===== config.mk =====
export PLATFORM = sky130hd
export DESIGN_NAME = pwm_timebase
export DESIGN_NICKNAME = d
export VERILOG_FILES = /design/src/rtl/pwm_tb_pkg.sv /design/src/rtl/pwm_prescaler.sv /design/src/rtl/pwm_postscaler.sv /design/src/rtl/pwm_counter.sv /design/src/rtl/pwm_timebase.sv
export SDC_FILE = /design/constraint.sdc
export NUM_CORES = 1
export LEC_CHECK = 0
export BUFFER_PORTS_ARGS = -buffer_cell sky130_fd_sc_hd__buf_2
export CAP_MARGIN = 10
export CORE_MARGIN = 5
export CORE_UTILIZATION = 35
export CTS_CLUSTER_SIZE = 30
export DETAILED_ROUTE_END_ITERATION = 8
export RECOVER_POWER = 25
export SYNTH_ARGS = -nofsm -noshare
export SYNTH_HDL_FRONTEND = slang
export SYNTH_SLANG_ARGS = --single-unit

===== constraint.sdc =====
create_clock -name clk -period 3.75 [get_ports clk]
set_input_delay 0.5625 -clock clk [delete_from_list [all_inputs] [get_ports clk]]
set_output_delay 0.5625 -clock clk [all_outputs]
set_load 0.05 [all_outputs]

===== src/rtl/pwm_tb_pkg.sv =====
package pwm_tb_pkg;

  typedef enum logic [1:0] {
    MODE_FREE    = 2'd0,
    MODE_ONESHOT = 2'd1,
    MODE_UPDN    = 2'd2,
    MODE_UPDN_B  = 2'd3
  } pwm_mode_e;

  localparam int PRE_CW = 6;

  function automatic logic [PRE_CW-1:0] presc_limit(input logic [1:0] sel);
    logic [PRE_CW-1:0] lim;
    case (sel)
      2'd0:    lim = 6'd0;
      2'd1:    lim = 6'd3;
      2'd2:    lim = 6'd15;
      default: lim = 6'd63;
    endcase
    return lim;
  endfunction

endpackage


===== src/rtl/pwm_prescaler.sv =====
module pwm_prescaler
  import pwm_tb_pkg::*;
(
  input  logic       clk,
  input  logic       rst_n,
  input  logic       run,
  input  logic       clr,
  input  logic [1:0] sel,
  output logic       tick
);

  logic [PRE_CW-1:0] cnt_q, cnt_d;
  logic [PRE_CW-1:0] lim;

  always_comb begin
    lim  = presc_limit(sel);
    tick = run && !clr && (cnt_q == lim);
    if (clr)
      cnt_d = '0;
    else if (tick)
      cnt_d = '0;
    else if (run)
      cnt_d = cnt_q + 1'b1;
    else
      cnt_d = cnt_q;
  end

  always_ff @(posedge clk or negedge rst_n) begin
    if (!rst_n) cnt_q <= '0;
    else        cnt_q <= cnt_d;
  end

endmodule


===== src/rtl/pwm_postscaler.sv =====
module pwm_postscaler #(
  parameter int PS_W = 4
) (
  input  logic            clk,
  input  logic            rst_n,
  input  logic            hit,
  input  logic            clr,
  input  logic [PS_W-1:0] sel,
  output logic            fire
);

  logic [PS_W-1:0] cnt_q, cnt_d;

  always_comb begin
    fire = hit && (cnt_q == sel);
    if (clr)
      cnt_d = '0;
    else if (fire)
      cnt_d = '0;
    else if (hit)
      cnt_d = cnt_q + 1'b1;
    else
      cnt_d = cnt_q;
  end

  always_ff @(posedge clk or negedge rst_n) begin
    if (!rst_n) cnt_q <= '0;
    else        cnt_q <= cnt_d;
  end

endmodule


===== src/rtl/pwm_counter.sv =====
module pwm_counter
  import pwm_tb_pkg::*;
#(
  parameter int TMR_W = 15
) (
  input  logic             clk,
  input  logic             rst_n,
  input  logic             tick,
  input  pwm_mode_e        mode,
  input  logic             en,
  input  logic             tmr_wr,
  input  logic [TMR_W-1:0] tmr_wdata,
  input  logic [TMR_W-1:0] per_buf,
  output logic [TMR_W-1:0] tmr,
  output logic             dir,
  output logic [TMR_W-1:0] per_act,
  output logic             hit,
  output logic             oneshot_done
);

  logic [TMR_W-1:0] tmr_q, tmr_d;
  logic [TMR_W-1:0] per_q, per_d;
  logic             dir_q, dir_d;
  logic             updn;
  logic             reload;

  always_comb begin
    updn   = mode[1];
    tmr_d  = tmr_q;
    dir_d  = updn ? dir_q : 1'b0;
    per_d  = per_q;
    hit    = 1'b0;
    reload = 1'b0;
    if (tmr_wr) begin
      tmr_d = tmr_wdata;
    end else if (tick) begin
      if (!updn) begin
        if (tmr_q >= per_q) begin
          tmr_d  = '0;
          hit    = 1'b1;
          reload = 1'b1;
        end else begin
          tmr_d = tmr_q + 1'b1;
        end
      end else if (!dir_q) begin
        if (tmr_q >= per_q) begin
          dir_d = 1'b1;
          hit   = 1'b1;
        end else begin
          tmr_d = tmr_q + 1'b1;
        end
      end else begin
        if (tmr_q == '0) begin
          dir_d  = 1'b0;
          reload = 1'b1;
        end else begin
          tmr_d = tmr_q - 1'b1;
        end
      end
    end
    if (!en || reload) per_d = per_buf;
    oneshot_done = hit && (mode == MODE_ONESHOT);
  end

  always_ff @(posedge clk or negedge rst_n) begin
    if (!rst_n) begin
      tmr_q <= '0;
      dir_q <= 1'b0;
      per_q <= '0;
    end else begin
      tmr_q <= tmr_d;
      dir_q <= dir_d;
      per_q <= per_d;
    end
  end

  assign tmr     = tmr_q;
  assign dir     = dir_q;
  assign per_act = per_q;

endmodule


===== src/rtl/pwm_timebase.sv =====
module pwm_timebase
  import pwm_tb_pkg::*;
#(
  parameter int TMR_W = 15,
  parameter int PS_W  = 4
) (
  input  logic             clk,
  input  logic             rst_n,
  input  logic             tcy_en,
  input  logic             tmr_wr,
  input  logic [TMR_W-1:0] tmr_wdata,
  input  logic             ctl_wr,
  input  logic             ctl_en,
  input  logic [1:0]       ctl_mode,
  input  logic [1:0]       ctl_ckps,
  input  logic [PS_W-1:0]  ctl_ops,
  input  logic             per_wr,
  input  logic [TMR_W-1:0] per_wdata,
  output logic [TMR_W-1:0] tmr_o,
  output logic             dir_o,
  output logic             match_o,
  output logic             event_o
);

  logic             rst_meta_q, rst_s_n;
  logic             en_q, en_d;
  pwm_mode_e        mode_q, mode_d;
  logic [1:0]       ckps_q, ckps_d;
  logic [PS_W-1:0]  ops_q, ops_d;
  logic [TMR_W-1:0] per_buf_q, per_buf_d;
  logic [TMR_W-1:0] per_act;
  logic             match_q, event_q;
  logic             div_clr, tick, hit, fire, oneshot_done;

  // Reset: asserted asynchronously, released after two clock edges
  always_ff @(posedge clk or negedge rst_n) begin
    if (!rst_n) begin
      rst_meta_q <= 1'b0;
      rst_s_n    <= 1'b0;
    end else begin
      rst_meta_q <= 1'b1;
      rst_s_n    <= rst_meta_q;
    end
  end

  assign div_clr = tmr_wr | ctl_wr;

  always_comb begin
    en_d      = en_q;
    mode_d    = mode_q;
    ckps_d    = ckps_q;
    ops_d     = ops_q;
    per_buf_d = per_buf_q;
    if (ctl_wr) begin
      en_d   = ctl_en;
      mode_d = pwm_mode_e'(ctl_mode);
      ckps_d = ctl_ckps;
      ops_d  = ctl_ops;
    end else if (oneshot_done) begin
      en_d = 1'b0;
    end
    if (per_wr) per_buf_d = per_wdata;
  end

  always_ff @(posedge clk or negedge rst_s_n) begin
    if (!rst_s_n) begin
      en_q      <= 1'b0;
      mode_q    <= MODE_FREE;
      ckps_q    <= '0;
      ops_q     <= '0;
      per_buf_q <= '0;
      match_q   <= 1'b0;
      event_q   <= 1'b0;
    end else begin
      en_q      <= en_d;
      mode_q    <= mode_d;
      ckps_q    <= ckps_d;
      ops_q     <= ops_d;
      per_buf_q <= per_buf_d;
      match_q   <= hit;
      event_q   <= fire;
    end
  end

  pwm_prescaler u_pre (
    .clk   (clk),
    .rst_n (rst_s_n),
    .run   (tcy_en & en_q),
    .clr   (div_clr),
    .sel   (ckps_q),
    .tick  (tick)
  );

  pwm_counter #(.TMR_W(TMR_W)) u_cnt (
    .clk          (clk),
    .rst_n        (rst_s_n),
    .tick         (tick),
    .mode         (mode_q),
    .en           (en_q),
    .tmr_wr       (tmr_wr),
    .tmr_wdata    (tmr_wdata),
    .per_buf      (per_buf_q),
    .tmr          (tmr_o),
    .dir          (dir_o),
    .per_act      (per_act),
    .hit          (hit),
    .oneshot_done (oneshot_done)
  );

  pwm_postscaler #(.PS_W(PS_W)) u_post (
    .clk   (clk),
    .rst_n (rst_s_n),
    .hit   (hit),
    .clr   (div_clr),
    .sel   (ops_q),
    .fire  (fire)
  );

  assign match_o = match_q;
  assign event_o = event_q;

endmodule


# After elaboration in Yosys (flattened, before gate mapping)
# Cells that the tools add are included.
[totals]
ff_bits = 69
output_inout_bits = 18
word_cells = 75
[op_classes]
addsub = 4
magnitude_cmp = 1
eq_ne = 7
n_mux = 33
bitwise_logic = 2
reduce_logical = 14
[op_table]
columns = ["cell", "count"]
rows = [
  ["$mux 15", 7],
  ["$mux 1", 19],
  ["$mux 6", 3],
  ["$pmux 6 s3", 1],
  ["$add 15x1->15 const B", 1],
  ["$ge 15x15->1", 1],
  ["$logic_not 15->1", 1],
  ["$sub 15x1->15 const B", 1],
  ["$mux 4", 3],
  ["$add 6x1->6 const B", 1],
  ["$eq 6x6->1", 1],
  ["$reduce_bool 3->1", 2],
  ["$add 4x1->4 const B", 1],
  ["$eq 2x1->1 const B", 2],
  ["$eq 4x4->1", 1],
  ["$logic_and 1x1->1", 4],
  ["$ne 4x3->1 const B", 1],
  ["$ne 4x4->1 const B", 1],
  ["$reduce_bool 2->1", 2],
  ["$reduce_and 3->1", 1],
  ["$eq 2x2->1 const B", 1],
  ["$logic_not 1->1", 2],
  ["$logic_not 2->1", 1],
  ["$and 1x1->1", 1],
  ["other kinds (2)", 2],
]

# Depth between registers and ports, before layout
[depth]
depth_word = 9
mapped_depth = 10
ltp_nobuf = 10

# Cells and area by module
# Synthesis repeated with hierarchy kept, for this count alone.
[hier_totals]
hier_cells = 407
area_unflattened_um2 = 4322.9
[by_module_without_submodules]
columns = ["mod", "instances", "cells_per_inst", "area_per_inst_um2"]
rows = [
  ["pwm_counter", 1, 270, 2593.7],
  ["pwm_timebase", 1, 60, 1064.8],
  ["pwm_prescaler", 1, 45, 389.1],
  ["pwm_postscaler", 1, 32, 275.3],
]

# Least setup slack after synthesis
# No wires, ideal clock.
[synth_timing]
path_type = "register to register"
start = "register u_cnt.tmr_q[0], in the netlist u_cnt.tmr[0]"
end = "register u_cnt.tmr_q[9], in the netlist u_cnt.tmr[9]"
setup_ns = 0.086
arrival_ns = 2.634
slack_ns = 1.031
stages_incl_launch_ff = 11
synth_period_minus_slack_ns = 2.719
path_cell_list = "dfrtp_1 inv_1 ha_1 nand3_1 nor4_1 nor3_2 and2_0 clkbuf_2 nor2_1 or4_1 a32oi_1"
[synth_via]
elab_chain_len = 6
word_cells_on_any_way = 14
[synth_rtl]
columns = ["item", "line_no", "rtl"]
rows = [
  ["from (decl)", "pwm_counter.sv:21", "logic [TMR_W-1:0] tmr_q, tmr_d;"],
  ["from (signal assigned)", "pwm_counter.sv:71", "tmr_q <= tmr_d;"],
  ["$add 15x1->15 / $sub 15x1->15 (equally long branches)", "pwm_counter.sv:43, pwm_counter.sv:50, pwm_counter.sv:57", ""],
  ["$mux 15 (on tied branches)", "pwm_counter.sv:46, pwm_counter.sv:53", ""],
  ["$mux 15", "pwm_counter.sv:45", "end else if (!dir_q) begin"],
  ["$mux 15", "pwm_counter.sv:37", "if (!updn) begin"],
  ["$mux 15", "pwm_counter.sv:36", "end else if (tick) begin"],
  ["$mux 15", "pwm_counter.sv:34", "if (tmr_wr) begin"],
]
# Parallel ways exist; a longest one is shown, timed or not. The select of a mux whose other input is x is not followed.
# A chain may end at the register's enable or synchronous reset.

# Worst setup path in the final report
[layout_timing]
start = "register u_cnt.tmr_q[4], in the netlist u_cnt.tmr[4]"
end = "register u_cnt.per_q[0], in the netlist u_cnt.per_act[0]"
[layout_via]
elab_chain_len = 7
word_cells_on_any_way = 9
[layout_rtl]
columns = ["item", "line_no", "rtl"]
rows = [
  ["branches (longest 3 deep; another with $ge 15x15->1)", "--", ""],
  ["$mux 1 (*)", "pwm_counter.sv:37", ""],
  ["$mux 1 (*)", "pwm_counter.sv:36", ""],
  ["$mux 1 (*)", "pwm_counter.sv:34", ""],
  ["$logic_or 1x1->1 (*)", "pwm_counter.sv:61", "if (!en || reload) per_d = per_buf;"],
  ["to (signal assigned)", "pwm_counter.sv:73", "per_q <= per_d;"],
  ["to (decl)", "pwm_counter.sv:22", "logic [TMR_W-1:0] per_q, per_d;"],
]
# Every way passes the cells marked *.

==> results.sh <==
export IMPL_dp_cells=644
export IMPL_syn_nets=502
export IMPL_fin_crit_sh_pct=79.6
export IMPL_cts_max_path_buffers=2
export IMPL_nets=553
export IMPL_period_needed_ns=2.99
export IMPL_rows=40
export IMPL_first_global_vias=3598
export IMPL_grt_first_pass_wirelength_microns=18400
export IMPL_skew_ns=0.00656
export IMPL_cpMaxStageDelayCell="o21ai_4"
export IMPL_grt_use_total_pct=15.7
export IMPL_avgSynthCellArea_sq_um=9.93
export IMPL_ios=63
export IMPL_async_reset_ff_share_pct=100
export IMPL_critPathCaptureType="flop"
export IMPL_synth_edf_count=0
export IMPL_arrival_ns=3.20
export IMPL_core_sq_um=12100
export IMPL_hold_depth=0
export IMPL_p_per_area_nw_per_um2=473
export IMPL_start_kind="flop"
export IMPL_cts_tree="yes"
export IMPL_die_height_microns=121
export IMPL_ys_seq_area_share_pct=39.8
export IMPL_synthCells=437
export IMPL_crit_top_cell="a21oi_2"
export IMPL_hold_start="rst_meta_q"
export IMPL_rr_startpoint="u_cnt.tmr[4]"
export IMPL_port_buffers=62
export IMPL_slew_violations=0
export IMPL_layout_commonest_cell="dfrtp_1"
export IMPL_final_hold_viol_count=0
export IMPL_fin_setup_tns_ns=0
export IMPL_dr_first_iter_drc_count=215
export IMPL_tightestPinTransition_ns=1.27
export IMPL_ir_worst_vdd_mv=0.177
export IMPL_holdCritPathClass="flop to flop"
export IMPL_dpl_hpwl_microns=8060
export IMPL_htree_levels=3
export IMPL_wl_per_cell_microns=16.7
export IMPL_fmax_mhz=335
export IMPL_synth_seq_cells=69
export IMPL_status="complete, no violations"
export IMPL_critPathLaunch="u_cnt.tmr[4]"
export IMPL_hold_end="rst_s_n"
export IMPL_maxSlewHeadroom_pct=15.5
export IMPL_vias=3565
export IMPL_crit_chain="ha_1 -> nand4_1 -> nor4_1 -> nor3_2 -> a21oi_2 -> a21oi_2 -> o21ai_4 -> mux2_2"
export IMPL_ff2ff_path_depth=8
export IMPL_rsz0062_at_grt="no"
export IMPL_grt_overflow=0
export IMPL_firstDrtPassIters=5
export IMPL_r2r_slack_ns=0.76
export IMPL_ctsRootBufferMaster="clkbuf_16"
export IMPL_place_congestion=0.868
export IMPL_viasPerCell=5.39
export IMPL_diodes=0
export IMPL_crit_family="compound AO/OA/AOI/OAI gates"
export IMPL_critPathKind="flop to flop"
export IMPL_cap_violations=0
export IMPL_r2r_end="u_cnt.per_act[0]"
export IMPL_area_growth_synth_to_final_pct=16.3
export IMPL_fin_cells=661
export IMPL_drc=0
export IMPL_path_buf_inv=0
export IMPL_numCtsBuffers=9
export IMPL_finalWirelength_microns=11000
export IMPL_initial_utilization_pct=36.0
export IMPL_antenna_found_initial=0
export IMPL_grt_max_degree=40
export IMPL_numClockSinks=69
export IMPL_crit_required_ns=3.96
export IMPL_postRouteAntennaNets=0
export IMPL_cp_slowest_stage_delay_ns=0.55
export IMPL_p_leak_nw=2.20
export IMPL_final_layout_size_suffix_gt1_share_pct=26.4
export IMPL_critPathMaxFanout=15
export IMPL_whs_ns=0.349
export IMPL_synthesis_area_sq_um=4340
export IMPL_final_cell_mix="dfrtp_1, buf_2, nand2_1, o21ai_0, mux2_2"
export IMPL_die_w_microns=121
export IMPL_die_area_sq_um=14700
export IMPL_synth_ff_type="dfrtp_1"
export IMPL_clkTransAtPathRegs_ns=0.06
export IMPL_synth_distinct_cells=70
export IMPL_worstSkewPairLatency_ns=0.33
export IMPL_yosys_warnings=0
export IMPL_setup_viol=0
-- cells by family after synthesis --
group | after synthesis | synth area share, %
AO/OA/AOI/OAI | 101 | 15.6
adder cells (fa/ha/maj) | 20 | 5.77
XOR/XNOR | 13 | 2.62
other | 1 | 0.0864
AND/OR/NAND/NOR | 142 | 18.0
multiplexers | 42 | 11.6
buffers and inverters | 49 | 6.57
flip-flops | 69 | 39.8
-- timing repair --
| item | CTS | global route |
|---|---|---|
| setup buffers | 0 | 0 |
| hold endpoints to repair | 2 | 0 |
| resized for setup | 0 | 0 |
| hold buffers | 1 | 0 |
-- sequential cells by signal, summed over array words and instances (netlist names) --
register / count
u_cnt.tmr: 15
ops_q: 4
u_post.cnt_q: 4
per_buf_q: 15
mode_q: 2
rst_meta_q: 1
match_o: 1
en_q: 1
event_o: 1
u_cnt.dir: 1
rst_s_n: 1
u_pre.cnt_q: 6
ckps_q: 2
u_cnt.per_act: 15
-- cell usage after synthesis (10+ instances only) --
cell type,instances,share of area (%)
a21oi_1,17,2.0
a31oi_1,10,1.4
clkbuf_1,11,0.95
dfrtp_1,69,40
ha_1,20,5.8
inv_1,23,2.0
mux2_2,26,6.7
mux2_4,10,3.5
nand2_1,33,2.9
nand3_1,17,2.0
nand4_1,13,1.9
nor2_1,24,2.1
o21ai_0,26,3.0
-- how the worst max path moves through the flow --
stage	end	slack, ns	cells past startpoint
3_5_place_dp	u_cnt.per_act[0]	0.74	8
2_1_floorplan	u_cnt.tmr[9]	1.03	10
3_3_place_gp	u_cnt.per_act[2]	0.86	8
4_1_cts	u_cnt.per_act[0]	0.74	8
6_report	u_cnt.per_act[0]	0.76	8
5_1_grt	u_cnt.per_act[0]	0.58	8
-- power breakdown --
part | internal, mW | switching, mW
registers | 0.815 | 0.0936
logic | 0.194 | 0.273
clock network | 0.687 | 0.323
-- stage by stage --
step / instance area [sq um] / utilization [%] / setup slack, ns / power, mW
finish: 5050 / 41.8 / 0.764 / 2.39
global route: 5050 / 41.8 / 0.582 / 2.51
CTS: 5050 / 41.9 / 0.737 / 2.41
detailed placement: 4680 / 38.8 / 0.744 / 1.39
global placement: 4680 / 38.8 / 0.860 / 1.37
floorplan: 4340 / - / 1.03 / 1.27
-- worst reg2reg max path, stage by stage (launching register included) --
cell and delay [ns]:
dfrtp_1 0.53, ha_1 0.38, nand4_1 0.14, nor4_1 0.35, nor3_2 0.14, a21oi_2 0.27
a21oi_2 0.07, o21ai_4 0.55, mux2_2 0.42
-- cell type report --
type                       count  area (sq um)
sequential                    69          1730
fill                        1171          7020
clock buffer                  11           253
inverter                      24          90.1
tap                          168           210
clock inverter                 5           106
timing repair buffer          65           333
multi-input combinational    319          2330
-- layer usage --
layer | vias up | part of all wire, % | global-route usage, %
met5 | - | 0 | 0
met4 | 0 | 1.7 | 5.39
met3 | 21 | 6.4 | 3.73
met2 | 126 | 47 | 24.5
met1 | 1720 | 45 | 21.3
li1 | 1698 | - | -
No activity file was read; power rests on OpenSTA's default activity.
